### src/rtl/brctl_pkg.sv
package brctl_pkg;

    typedef enum logic [1:0] {
        PCS_SEQ    = 2'd0,
        PCS_HOLD   = 2'd1,
        PCS_TARGET = 2'd2
    } pc_sel_e;

    typedef enum logic [1:0] {
        ST_RUN     = 2'd0,
        ST_STALL   = 2'd1,
        ST_RESOLVE = 2'd2,
        ST_REFILL  = 2'd3
    } br_state_e;

endpackage

### src/rtl/brctl_stage.sv
module brctl_stage #(
    parameter int PC_W = 32
) (
    input  logic            clk,
    input  logic            rst_n,
    input  logic            hold_i,
    input  logic            kill_i,
    input  logic            d_valid_i,
    input  logic [PC_W-1:0] d_pc_i,
    output logic            q_valid_o,
    output logic [PC_W-1:0] q_pc_o
);

    logic            valid_q;
    logic [PC_W-1:0] pc_q;

    // A held stage keeps its address; a kill turns it into a bubble in place.
    always_ff @(posedge clk) begin
        if (!rst_n) begin
            valid_q <= 1'b0;
            pc_q    <= '0;
        end else if (hold_i) begin
            valid_q <= valid_q && !kill_i;
        end else begin
            valid_q <= d_valid_i;
            pc_q    <= d_pc_i;
        end
    end

    assign q_valid_o = valid_q;
    assign q_pc_o    = pc_q;

endmodule

### src/rtl/brctl_pcgen.sv
module brctl_pcgen
    import brctl_pkg::*;
#(
    parameter int              PC_W     = 32,
    parameter int              STEP     = 4,
    parameter logic [PC_W-1:0] RESET_PC = '0
) (
    input  logic            clk,
    input  logic            rst_n,
    input  pc_sel_e         pc_sel_i,
    input  logic [PC_W-1:0] target_i,
    output logic [PC_W-1:0] pc_o
);

    localparam logic [PC_W-1:0] STEP_V = PC_W'(STEP);

    logic [PC_W-1:0] pc_q;
    logic [PC_W-1:0] pc_d;

    always_comb begin
        case (pc_sel_i)
            PCS_SEQ:    pc_d = pc_q + STEP_V;
            PCS_HOLD:   pc_d = pc_q;
            PCS_TARGET: pc_d = target_i;
            default:    pc_d = pc_q;
        endcase
    end

    always_ff @(posedge clk) begin
        if (!rst_n) pc_q <= RESET_PC;
        else        pc_q <= pc_d;
    end

    assign pc_o = pc_q;

endmodule

### src/rtl/brctl_fsm.sv
module brctl_fsm
    import brctl_pkg::*;
(
    input  logic    clk,
    input  logic    rst_n,
    input  logic    hold_i,
    input  logic    rf_valid_i,
    input  logic    rf_branch_i,
    input  logic    rf_likely_i,
    input  logic    ex_taken_i,
    output pc_sel_e pc_sel_o,
    output logic    redirect_o,
    output logic    kill_if_o,
    output logic    kill_is_o,
    output logic    kill_rf_o
);

    br_state_e state_q, state_d;
    logic      likely_q;
    logic      dslot_q;
    logic      live_br;
    logic      br_adv;

    // A branch flag counts only on a live instruction that is not a delay slot.
    assign live_br = rf_valid_i && rf_branch_i && !dslot_q;
    assign br_adv  = live_br && !hold_i;

    always_ff @(posedge clk) begin
        if (!rst_n) begin
            state_q  <= ST_RUN;
            likely_q <= 1'b0;
            dslot_q  <= 1'b0;
        end else begin
            state_q <= state_d;
            if (br_adv) likely_q <= rf_likely_i;
            // When a branch advances, the instruction moving into RF is its delay slot.
            if (!hold_i) dslot_q <= br_adv;
        end
    end

    always_comb begin
        state_d    = state_q;
        pc_sel_o   = hold_i ? PCS_HOLD : PCS_SEQ;
        redirect_o = 1'b0;
        kill_if_o  = 1'b0;
        kill_is_o  = 1'b0;
        kill_rf_o  = 1'b0;
        unique case (state_q)
            ST_RUN: begin
                if (br_adv)      state_d = ST_RESOLVE;
                else if (hold_i) state_d = ST_STALL;
                else             state_d = ST_RUN;
            end
            ST_STALL: begin
                if (br_adv)      state_d = ST_RESOLVE;
                else if (hold_i) state_d = ST_STALL;
                else             state_d = ST_RUN;
            end
            ST_RESOLVE: begin
                if (ex_taken_i) begin
                    pc_sel_o   = PCS_TARGET;
                    redirect_o = 1'b1;
                    kill_if_o  = 1'b1;
                    kill_is_o  = 1'b1;
                    state_d    = ST_REFILL;
                end else begin
                    kill_rf_o  = likely_q;
                    state_d    = hold_i ? ST_STALL : ST_RUN;
                end
            end
            ST_REFILL: begin
                if (br_adv)      state_d = ST_RESOLVE;
                else if (hold_i) state_d = ST_STALL;
                else             state_d = ST_RUN;
            end
        endcase
    end

    // a redirect is a single-cycle strobe
    p_redirect_single_r6: assert property (@(posedge clk) disable iff (!rst_n)
        redirect_o |=> !redirect_o);

    // a redirect squashes both predicted slots and never the delay slot
    p_squash_pair_r6: assert property (@(posedge clk) disable iff (!rst_n)
        redirect_o |-> (kill_if_o && kill_is_o && !kill_rf_o));

    // a branch leaving RF is resolved in the very next cycle
    p_resolve_next_r3: assert property (@(posedge clk) disable iff (!rst_n)
        br_adv |=> (state_q == ST_RESOLVE));

    // during resolve the RF instruction is the delay slot and never counts as a branch
    p_dslot_ignored_r12: assert property (@(posedge clk) disable iff (!rst_n)
        (state_q == ST_RESOLVE) |-> !live_br);

    // cancelling the delay slot and redirecting never happen together
    p_cancel_excl_r7: assert property (@(posedge clk) disable iff (!rst_n)
        kill_rf_o |-> (!redirect_o && !kill_is_o));

endmodule

### src/rtl/brctl_top.sv
module brctl_top
    import brctl_pkg::*;
#(
    parameter int              PC_W     = 32,
    parameter int              STEP     = 4,
    parameter logic [PC_W-1:0] RESET_PC = 32'h0000_1000
) (
    input  logic            clk,
    input  logic            rst_n,
    input  logic            hold_i,
    input  logic            rf_branch_i,
    input  logic            rf_likely_i,
    input  logic            ex_taken_i,
    input  logic [PC_W-1:0] ex_target_i,
    output logic [PC_W-1:0] fetch_pc_o,
    output logic [1:0]      pc_sel_o,
    output logic            redirect_o,
    output logic            kill_if_o,
    output logic            kill_is_o,
    output logic            kill_rf_o,
    output logic            rf_valid_o,
    output logic [PC_W-1:0] rf_pc_o,
    output logic            ex_valid_o,
    output logic [PC_W-1:0] ex_pc_o
);

    // The held front-end stages behind IF are second fetch (index 0) and register fetch (index 1).
    localparam int              NUM_HELD = 2;
    localparam logic [PC_W-1:0] STEP_V   = PC_W'(STEP);

    pc_sel_e         pc_sel;
    logic [PC_W-1:0] fetch_pc;
    logic            k_if, k_is, k_rf, redir;

    logic [NUM_HELD-1:0] st_valid;
    logic [PC_W-1:0]     st_pc   [NUM_HELD];
    logic [NUM_HELD-1:0] st_kill;

    assign st_kill = {k_rf, k_is};

    brctl_fsm u_fsm (
        .clk         (clk),
        .rst_n       (rst_n),
        .hold_i      (hold_i),
        .rf_valid_i  (st_valid[NUM_HELD-1]),
        .rf_branch_i (rf_branch_i),
        .rf_likely_i (rf_likely_i),
        .ex_taken_i  (ex_taken_i),
        .pc_sel_o    (pc_sel),
        .redirect_o  (redir),
        .kill_if_o   (k_if),
        .kill_is_o   (k_is),
        .kill_rf_o   (k_rf)
    );

    brctl_pcgen #(
        .PC_W     (PC_W),
        .STEP     (STEP),
        .RESET_PC (RESET_PC)
    ) u_pcgen (
        .clk      (clk),
        .rst_n    (rst_n),
        .pc_sel_i (pc_sel),
        .target_i (ex_target_i),
        .pc_o     (fetch_pc)
    );

    for (genvar i = 0; i < NUM_HELD; i++) begin : g_held
        logic            d_valid;
        logic [PC_W-1:0] d_pc;
        if (i == 0) begin : g_first
            assign d_valid = !k_if;
            assign d_pc    = fetch_pc;
        end else begin : g_next
            assign d_valid = st_valid[i-1] && !st_kill[i-1];
            assign d_pc    = st_pc[i-1];
        end
        brctl_stage #(.PC_W(PC_W)) u_stage (
            .clk       (clk),
            .rst_n     (rst_n),
            .hold_i    (hold_i),
            .kill_i    (st_kill[i]),
            .d_valid_i (d_valid),
            .d_pc_i    (d_pc),
            .q_valid_o (st_valid[i]),
            .q_pc_o    (st_pc[i])
        );
    end

    // Execute is never held; the interlock or a cancelled delay slot sends it a bubble.
    logic ex_d_valid;
    assign ex_d_valid = st_valid[NUM_HELD-1] && !k_rf && !hold_i;

    brctl_stage #(.PC_W(PC_W)) u_ex (
        .clk       (clk),
        .rst_n     (rst_n),
        .hold_i    (1'b0),
        .kill_i    (1'b0),
        .d_valid_i (ex_d_valid),
        .d_pc_i    (st_pc[NUM_HELD-1]),
        .q_valid_o (ex_valid_o),
        .q_pc_o    (ex_pc_o)
    );

    assign fetch_pc_o = fetch_pc;
    assign pc_sel_o   = pc_sel;
    assign redirect_o = redir;
    assign kill_if_o  = k_if;
    assign kill_is_o  = k_is;
    assign kill_rf_o  = k_rf;
    assign rf_valid_o = st_valid[NUM_HELD-1];
    assign rf_pc_o    = st_pc[NUM_HELD-1];

    // a free-running front end steps the fetch address
    p_fetch_step_r2: assert property (@(posedge clk) disable iff (!rst_n)
        (!hold_i && !redirect_o) |=> (fetch_pc_o == $past(fetch_pc_o) + STEP_V));

    // the cycle after a redirect fetches the target
    p_fetch_target_r6: assert property (@(posedge clk) disable iff (!rst_n)
        redirect_o |=> (fetch_pc_o == $past(ex_target_i)));

    // the interlock freezes the fetch address and the RF instruction
    p_hold_freeze_r9: assert property (@(posedge clk) disable iff (!rst_n)
        (hold_i && !redirect_o) |=> ($stable(fetch_pc_o) && $stable(rf_pc_o)));

    // the interlock sends a bubble into execute
    p_hold_bubble_r9: assert property (@(posedge clk) disable iff (!rst_n)
        hold_i |=> !ex_valid_o);

    // without a hold, the squashed slot lands in RF as a bubble
    p_squash_rf_r6: assert property (@(posedge clk) disable iff (!rst_n)
        (redirect_o && !hold_i) |=> !rf_valid_o);

    // a cancelled delay slot never reaches execute
    p_cancel_bubble_r7: assert property (@(posedge clk) disable iff (!rst_n)
        kill_rf_o |=> !ex_valid_o);

endmodule

### config.mk
export PLATFORM = sky130hd
export DESIGN_NAME = brctl_top
export DESIGN_NICKNAME = d
export VERILOG_FILES = /design/src/rtl/brctl_pkg.sv /design/src/rtl/brctl_stage.sv /design/src/rtl/brctl_pcgen.sv /design/src/rtl/brctl_fsm.sv /design/src/rtl/brctl_top.sv
export SDC_FILE = /design/constraint.sdc
export NUM_CORES = 1
export LEC_CHECK = 0
export ABC_AREA = 0
export BUFFER_PORTS_ARGS = -buffer_cell sky130_fd_sc_hd__buf_4
export CAP_MARGIN = 10
export CORE_UTILIZATION = 55
export DETAILED_ROUTE_END_ITERATION = 16
export PLACE_DENSITY = 0.85
export REMOVE_ABC_BUFFERS = 1
export SLEW_MARGIN = 15
export SYNTH_ARGS = -nofsm -noshare
export SYNTH_HDL_FRONTEND = slang
export SYNTH_SLANG_ARGS = --single-unit
### constraint.sdc
create_clock -name clk -period 4.3 [get_ports clk]
set_clock_uncertainty 0.15 [all_clocks]
set_input_delay 0.215 -clock clk [delete_from_list [all_inputs] [get_ports clk]]
set_output_delay 0.215 -clock clk [all_outputs]
set_load 0.02 [all_outputs]
==> metrics, run 1 <==
Avg WL per Cell=about 16 µm; post-synthesis xor/xnor area fraction=0.0133; Post-Synth Simple-Gate Area=0.221; Avg Cell Area, Syn=9.60 µm²; post-synthesis register bit count=roughly 140; Net count, final=749; Post-Route Setup TNS=0 ns; number of vias in the routed layout=~4700; initial DRC count=about 210; Layout Utilization=0.783; top layer in use=met4; prevailing post-synth register cell=dfxtp_1; metal3 WL=around 860 µm; FMAX=between 300 and 400 MHz; CP max stage delay=between 0.6 and 0.7 ns; sequential element share of the synthesized area=0.512; Setup CP Type=in2out; Routed Antenna Nets=0; Critical Path End Type=primary output; CTS resizes=0; proportion of synthesized area in mux cells=0.124; largest net degree at the start of global routing=60; Adder-Cell Fraction of Synth Area=0.00237; Final Setup Violations=0; RSZ-0062 raised after global routing=false; Worst VDD drop=roughly 0.00026 V; Root Driver=clkbuf_8; CTS Buffer Depth=2; CP Max Fanout=between 50 and 60; clock sink count=135; Residual DRC=0; Max Cap Viol=0; share of cells above drive strength 1=0.254; CP top delay family=buffers and inverters; measured slew at the worst slew-check pin=~0.77 ns; Post-synth EDFFs=0; post-synth cell types=51; die area=roughly 10000 µm²; Power Dens Cells=between 300 and 400 nW/µm²; wire length on met1=roughly 5500 µm; Inst Count DP=784; hold crit path type=in2reg; main combinational cell family by area after synthesis=simple AND/OR/NAND/NOR gates; first-pass GRT wire length=21000 µm; Syn Inst Count=550; Worst Path Buf+Inv=5; Tmin final=~2.9 ns; gr ovfl total=0; CTS tree=yes; row cnt=35; placer's final routability congestion estimate=roughly 0.84; crit share post-route=0.674; CP max-delay cell=clkinv_1; Vias/cell=5.54; GRT Overall Usage=0.267; Post CTS Setup Buffer Count=0; final non-filler cell total=roughly 850; H-tree depth=4; core box area=a little over 9000 µm²; antenna violations before repair=0; Initial Util=0.568; Pre-antenna DRT Iters=5; number of port buffers=roughly 140; worst reg2reg setup slack=roughly 1.6 ns; Die Ht=roughly 100 µm; vias in the first global route=4426; TritonCTS buffer count=17; Rel. slew slack=0.489; commonest non-fill, non-tap cell in the layout=buf_4; mapped cell area=~5300 µm²; Data required, critical path=between 3 and 4 ns; Worst Setup Start Kind=primary input; Hold Fails Final Rpt=0; worst path arrival time=around 2.5 ns; Area growth, synth to finish=37.8%; DP HPWL=a little over 8000 µm; final wirelength=13300 µm; Die Wd=approximately 100 µm; Final Max Slew Viols=0; diode count=0; leakage power=3.13 nW; Clock Pin Slew Worst Setup and Hold Paths=~0.060 ns; worst path cell trace=dlygate4sd3_1, buf_4, nand3b_1, buf_4, clkinv_1, buf_4; clk_lat worst skew=0.52 ns; Ys Warns=0; Synth Area in Compound Gates=0.0846; most frequent cells in the layout=buf_4 (144), dfxtp_1 (135), nor2_1 (76), mux2i_1 (64), dlygate4sd3_1 (36); Top cell by count, worst path=buf_4; outcome=completed; routed wire length on met2=between 6000 and 7000 µm; number of I/O pins=between 100 and 150; Post-synth ARST share=0
## synth_stat cells (7+ instances only)
master / number / area share
mux2i_1: 64 / 0.12
a31oi_1: 8 / 0.0095
nor3_1: 11 / 0.010
dfxtp_1: 135 / 0.51
o21ai_0: 25 / 0.024
nand3_1: 20 / 0.019
clkbuf_1: 19 / 0.014
nor2_1: 76 / 0.054
a21oi_1: 14 / 0.013
or3_1: 7 / 0.0083
nand2_1: 24 / 0.017
and2_1: 34 / 0.040
nand4_1: 9 / 0.011
nand2b_1: 8 / 0.0095
buf_2: 7 / 0.0066
## metal layers
metal,GRT usage,vias up
met5,0,-
met4,0.0928,0
met3,0.0689,18
met2,0.470,186
met1,0.316,2270
li1,-,2245
## power by group
group          switching (W)  internal [W]  leakage, nW
clock network       0.000580      0.000857        0.287
logic              0.0000763     0.0000772         1.76
registers          0.0000117       0.00126         1.09
## worst register-to-register path, stage by stage (launching register included)
cell	delay (ns)
dfxtp_1	0.34
nand3b_1	0.11
buf_4	0.46
clkinv_1	0.70
nor3_1	0.32
or4b_1	0.46
nand3_1	0.09
## registers in the layout, summed over array words and instances (netlist names)
name                      cells
u_ex.q_pc_o                  32
u_fsm.likely_q                1
u_pcgen.pc_o                 32
g_held.u_stage.q_valid_o      2
g_held.u_stage.q_pc_o        64
u_ex.q_valid_o                1
u_fsm.state_q                 2
u_fsm.dslot_q                 1
## path summary, 6_finish.rpt
path                                              startpoint                           end  cells after the start
worst min register to register  g_held[0].u_stage.q_pc_o[23]  g_held[0].u_stage.q_pc_o[23]                      2
worst min-delay path                                   rst_n              u_pcgen.pc_o[24]                      3
worst max-delay path                              ex_taken_i                     kill_if_o                      6
worst max register to register              u_fsm.state_q[0]              u_pcgen.pc_o[27]                      6
## through the flow
stage,hold slack [ns],total power (W),worst slack [ns],instance area [µm²]
finish,0.0529,0.00286,1.40,7270
global route,0.0682,0.00294,1.23,7270
CTS,0.0382,0.00288,1.46,7270
detailed placement,0.317,0.00143,1.69,6320
global placement,0.303,0.00142,1.77,6320
floorplan,0.176,0.00135,0.659,5080
## logic make-up (layout without fill, tap and decap cells)
logic type	after synthesis	after routing
flops	135	135
compound gates	72	72
mux	65	65
buf+inv	46	219
fa+ha+maj	1	1
simple gates	223	223
xor+xnor	8	8
## area by class of cell
cell class                      instances  area, µm²
Multi-Input combinational cell        369       2350
Sequential cell                       135       2700
Clock buffer                           18        428
Tap cell                              129        161
Timing Repair Buffer                  180       1440
Inverter                                7       26.3
Fill cell                             618       2010
Clock inverter                         14        164
## timing repair
item	4_1_cts	5_1_grt
hold endpoints to repair	36	0
endpoints found under the setup margin	0	0
hold buffers	36	0
Power figures use the tool's default switching activity.
==> run 2, diff against run 1 <==
- ABC_AREA: 0 -> 1
- CORE_UTILIZATION: 55 -> 47
- PLACE_DENSITY: 0.85 -> 0.77
- clock period: 4.3 -> 2.6 ns (I/O delays scaled with it)
==> run 2 against run 1 <==
Non-clock buffer count grew 4. Combinational power grew to 2.7 times the previous value. Flip-flop and latch count is the same. Sequential power grew 71%. First-iteration DRC count grew 59%. Die area grew 20%. Worst setup slack lost 1.2 ns. Via count grew 9.6%.
==> metrics, run 2 <==
worst reg2reg setup slack=0.27 ns (-1.35 ns); Post-Route Setup TNS=0 ns (unchanged); sequential element share of the synthesized area=0.499 (-0.0127); Rel. slew slack=0.658 (+0.169); placer's final routability congestion estimate=0.878 (+5.0%); Tmin final=between 2 and 2.5 ns; top-count cell post-synth=nand2_1; Critical Path End Type=flop; Final Max Slew Viols=0 (unchanged); Avg Cell Area, Syn=7.55 µm² (-21%); row cnt=38 (+8.6%); number of I/O pins=142 (unchanged); H-tree depth=4 (unchanged); clk_lat worst skew=0.41 ns (-0.11 ns); final wirelength=14400 µm (+8.4%); Root Driver=clkbuf_16; number of port buffers=141 (unchanged); post-synthesis xor/xnor area fraction=0.0146 (+0.00129); Net count, final=926 (+24%); Data required, critical path=2.80 ns (-1.13 ns); Worst VDD drop=0.000624 V (+140%); number of vias in the routed layout=5174 (+9.6%); sw frac=0.222 (-0.0115); Avg WL per Cell=13.9 µm (-11%); RSZ-0062 raised after global routing=false; wire length on met1=6400 µm (+16%); Final Setup Violations=0 (unchanged); Ys Warns=0 (unchanged); worst slack at placement=0.736 ns (-0.954 ns); GRT Overall Usage=0.254 (-0.0130); mapped cell area=5410 µm² (+2.5%); clock sink count=135 (unchanged); Syn Inst Count=717 (+30%); CTS tree=yes; Hold Fails Final Rpt=0 (unchanged); diode count=0 (unchanged); Power Dens Cells=672 nW/µm² (+71%); Hold Path Stages=3 (unchanged); worst path arrival time=2.58 ns (+0.05 ns); share of cells above drive strength 1=0.228 (-0.0267); Clock Pin Slew Worst Setup and Hold Paths=0.05 ns (about the same); die area=11900 µm² (+20%); Comb power frac=0.083 (+0.029); Largest register FFs=64 (unchanged); first-pass GRT wire length=23300 µm (+11%); cts hold-fix bufs=36 (unchanged); gr ovfl total=0 (unchanged); initial DRC count=330 (+59%); cell taking the most area after synthesis=dfxtp_1; commonest non-fill, non-tap cell in the layout=nand2_1; top layer in use=met4; measured slew at the worst slew-check pin=0.512 ns (-0.255 ns); Vias/cell=4.98 (-10%); vias in the first global route=4964 (+12%); Initial Util=0.491 (-0.0779); prevailing post-synth register cell=dfxtp_1; hold crit path type=in2reg; r2r worst-path depth=8 (+2); Die Wd=109 µm (+9.3%); CTS Buffer Depth=2 (unchanged); Switching Power=0.00112 W (+68%); post-synth cell types=28 (-45%); proportion of synthesized area in mux cells=0 (-0.124); Routed Antenna Nets=0 (unchanged); Clk pwr share=0.487 (-0.015); Synth Area in Compound Gates=0.151 (+0.0661); post-synthesis register bit count=135 (unchanged); antenna violations before repair=0 (unchanged); Sequential Power Share=0.430 (-0.015); synth top area cells=dfxtp_1 (50%), nand2_1 (12%), inv_1 (8.5%); final worst setup slack=0.219 ns (-1.18 ns); Post-Synth Simple-Gate Area=0.217 (-0.00432); most frequent cells in the layout=nand2_1 (165), buf_4 (147), dfxtp_1 (135), inv_1 (123), nor2_1 (53); Int Pwr=0.00394 W (+79%); routed wire length on met2=6730 µm (-0.93%); Die Ht=109 µm (+9.3%); Post-synth ARST share=0 (unchanged); Post-synth EDFFs=0 (unchanged); CTS resizes=0 (unchanged); post-synth top area share=0.499 (-0.0127); DP HPWL=9620 µm (+17%); Residual DRC=0 (unchanged); Setup CP Type=in2reg; largest net degree at the start of global routing=36 (-40%); Adder-Cell Fraction of Synth Area=0.00231 (-0.0000587); outcome=completed; WHS Endpoint=u_ex.q_pc_o[8]; Worst Setup Start Kind=primary input; main combinational cell family by area after synthesis=simple AND/OR/NAND/NOR gates; Hold Startpoint=rst_n; crit share post-route=0.916; r2r endpoint=u_pcgen.pc_o[12]; leakage power=3.46 nW (+10%); FMAX=between 400 and 500 MHz; metal3 WL=1070 µm (+25%); Max Cap Viol=0 (unchanged); Area growth, synth to finish=39.2%; Post CTS Setup Buffer Count=0 (unchanged); core box area=11000 µm² (+19%); Layout Utilization=0.683 (-0.101); TritonCTS buffer count=17 (unchanged); reg2reg start=u_fsm.state_q[1]; CP Max Fanout=26 (-56%); Pre-antenna DRT Iters=5 (unchanged); Critical Path Start=hold_i; Synth top cells by count=nand2_1 (166), dfxtp_1 (135), inv_1 (123), nor2_1 (53), a21oi_1 (44)
## run 2: logic make-up (layout without fill, tap and decap cells)
group / after synthesis / count (layout)
xor+xnor: 9 / 9
flops: 135 / 135
fa+ha+maj: 1 / 1
simple gates: 271 / 271
buf+inv: 159 / 342
compound gates: 142 / 142
## run 2: critical path, stage by stage
cell and delay [ns]:
dlygate4sd3_1 0.54, buf_4 0.20, inv_2 0.33, nand2_1 0.20
inv_2 0.41, nand2_1 0.12, nand4_1 0.08, dlygate4sd3_1 0.54
## run 2: power groups by stage
stage               combinational (W)  clock [W]  sequential (W)
floorplan                    0.000106          0         0.00228
global placement             0.000369          0         0.00222
detailed placement           0.000373          0         0.00222
CTS                          0.000420    0.00249         0.00217
global route                 0.000455    0.00258         0.00218
finish                       0.000420    0.00246         0.00217
## run 2: cell type report
type	instances	area, µm²
fillers	928	3500
flip-flops and latches	135	2700
multi-input cells	423	2080
repair buffers	184	1480
clock buffers	25	495
inverters	126	473
well taps	140	175
clock inverters	7	116
## run 2: how the worst max path moves through the flow
stage | endpoint | slack, ns
6_report | u_pcgen.pc_o[12] | 0.22
5_1_grt | u_pcgen.pc_o[12] | 0.09
4_1_cts | u_pcgen.pc_o[12] | 0.27
3_5_place_dp | u_pcgen.pc_o[27] | 0.74
3_3_place_gp | u_pcgen.pc_o[24] | 0.80
2_1_floorplan | u_pcgen.pc_o[15] | 0.49
## run 2: through the flow
stage	power, W	hold WS, ns	instance area (µm²)	std cells
2_1_floorplan	0.00239	0.0671	5260	684
3_3_place_gp	0.00259	0.206	6560	972
3_5_place_dp	0.00259	0.209	6560	972
4_1_cts	0.00508	0.00335	7530	1040
5_1_grt	0.00522	0.0252	7530	1040
6_report	0.00506	0.00840	7530	1040
## run 2: per-layer routing
metal / global-route usage / up-vias
met5: 0 / -
met4: 0.0886 / 0
met3: 0.0741 / 25
met2: 0.425 / 209
met1: 0.312 / 2351
li1: - / 2589
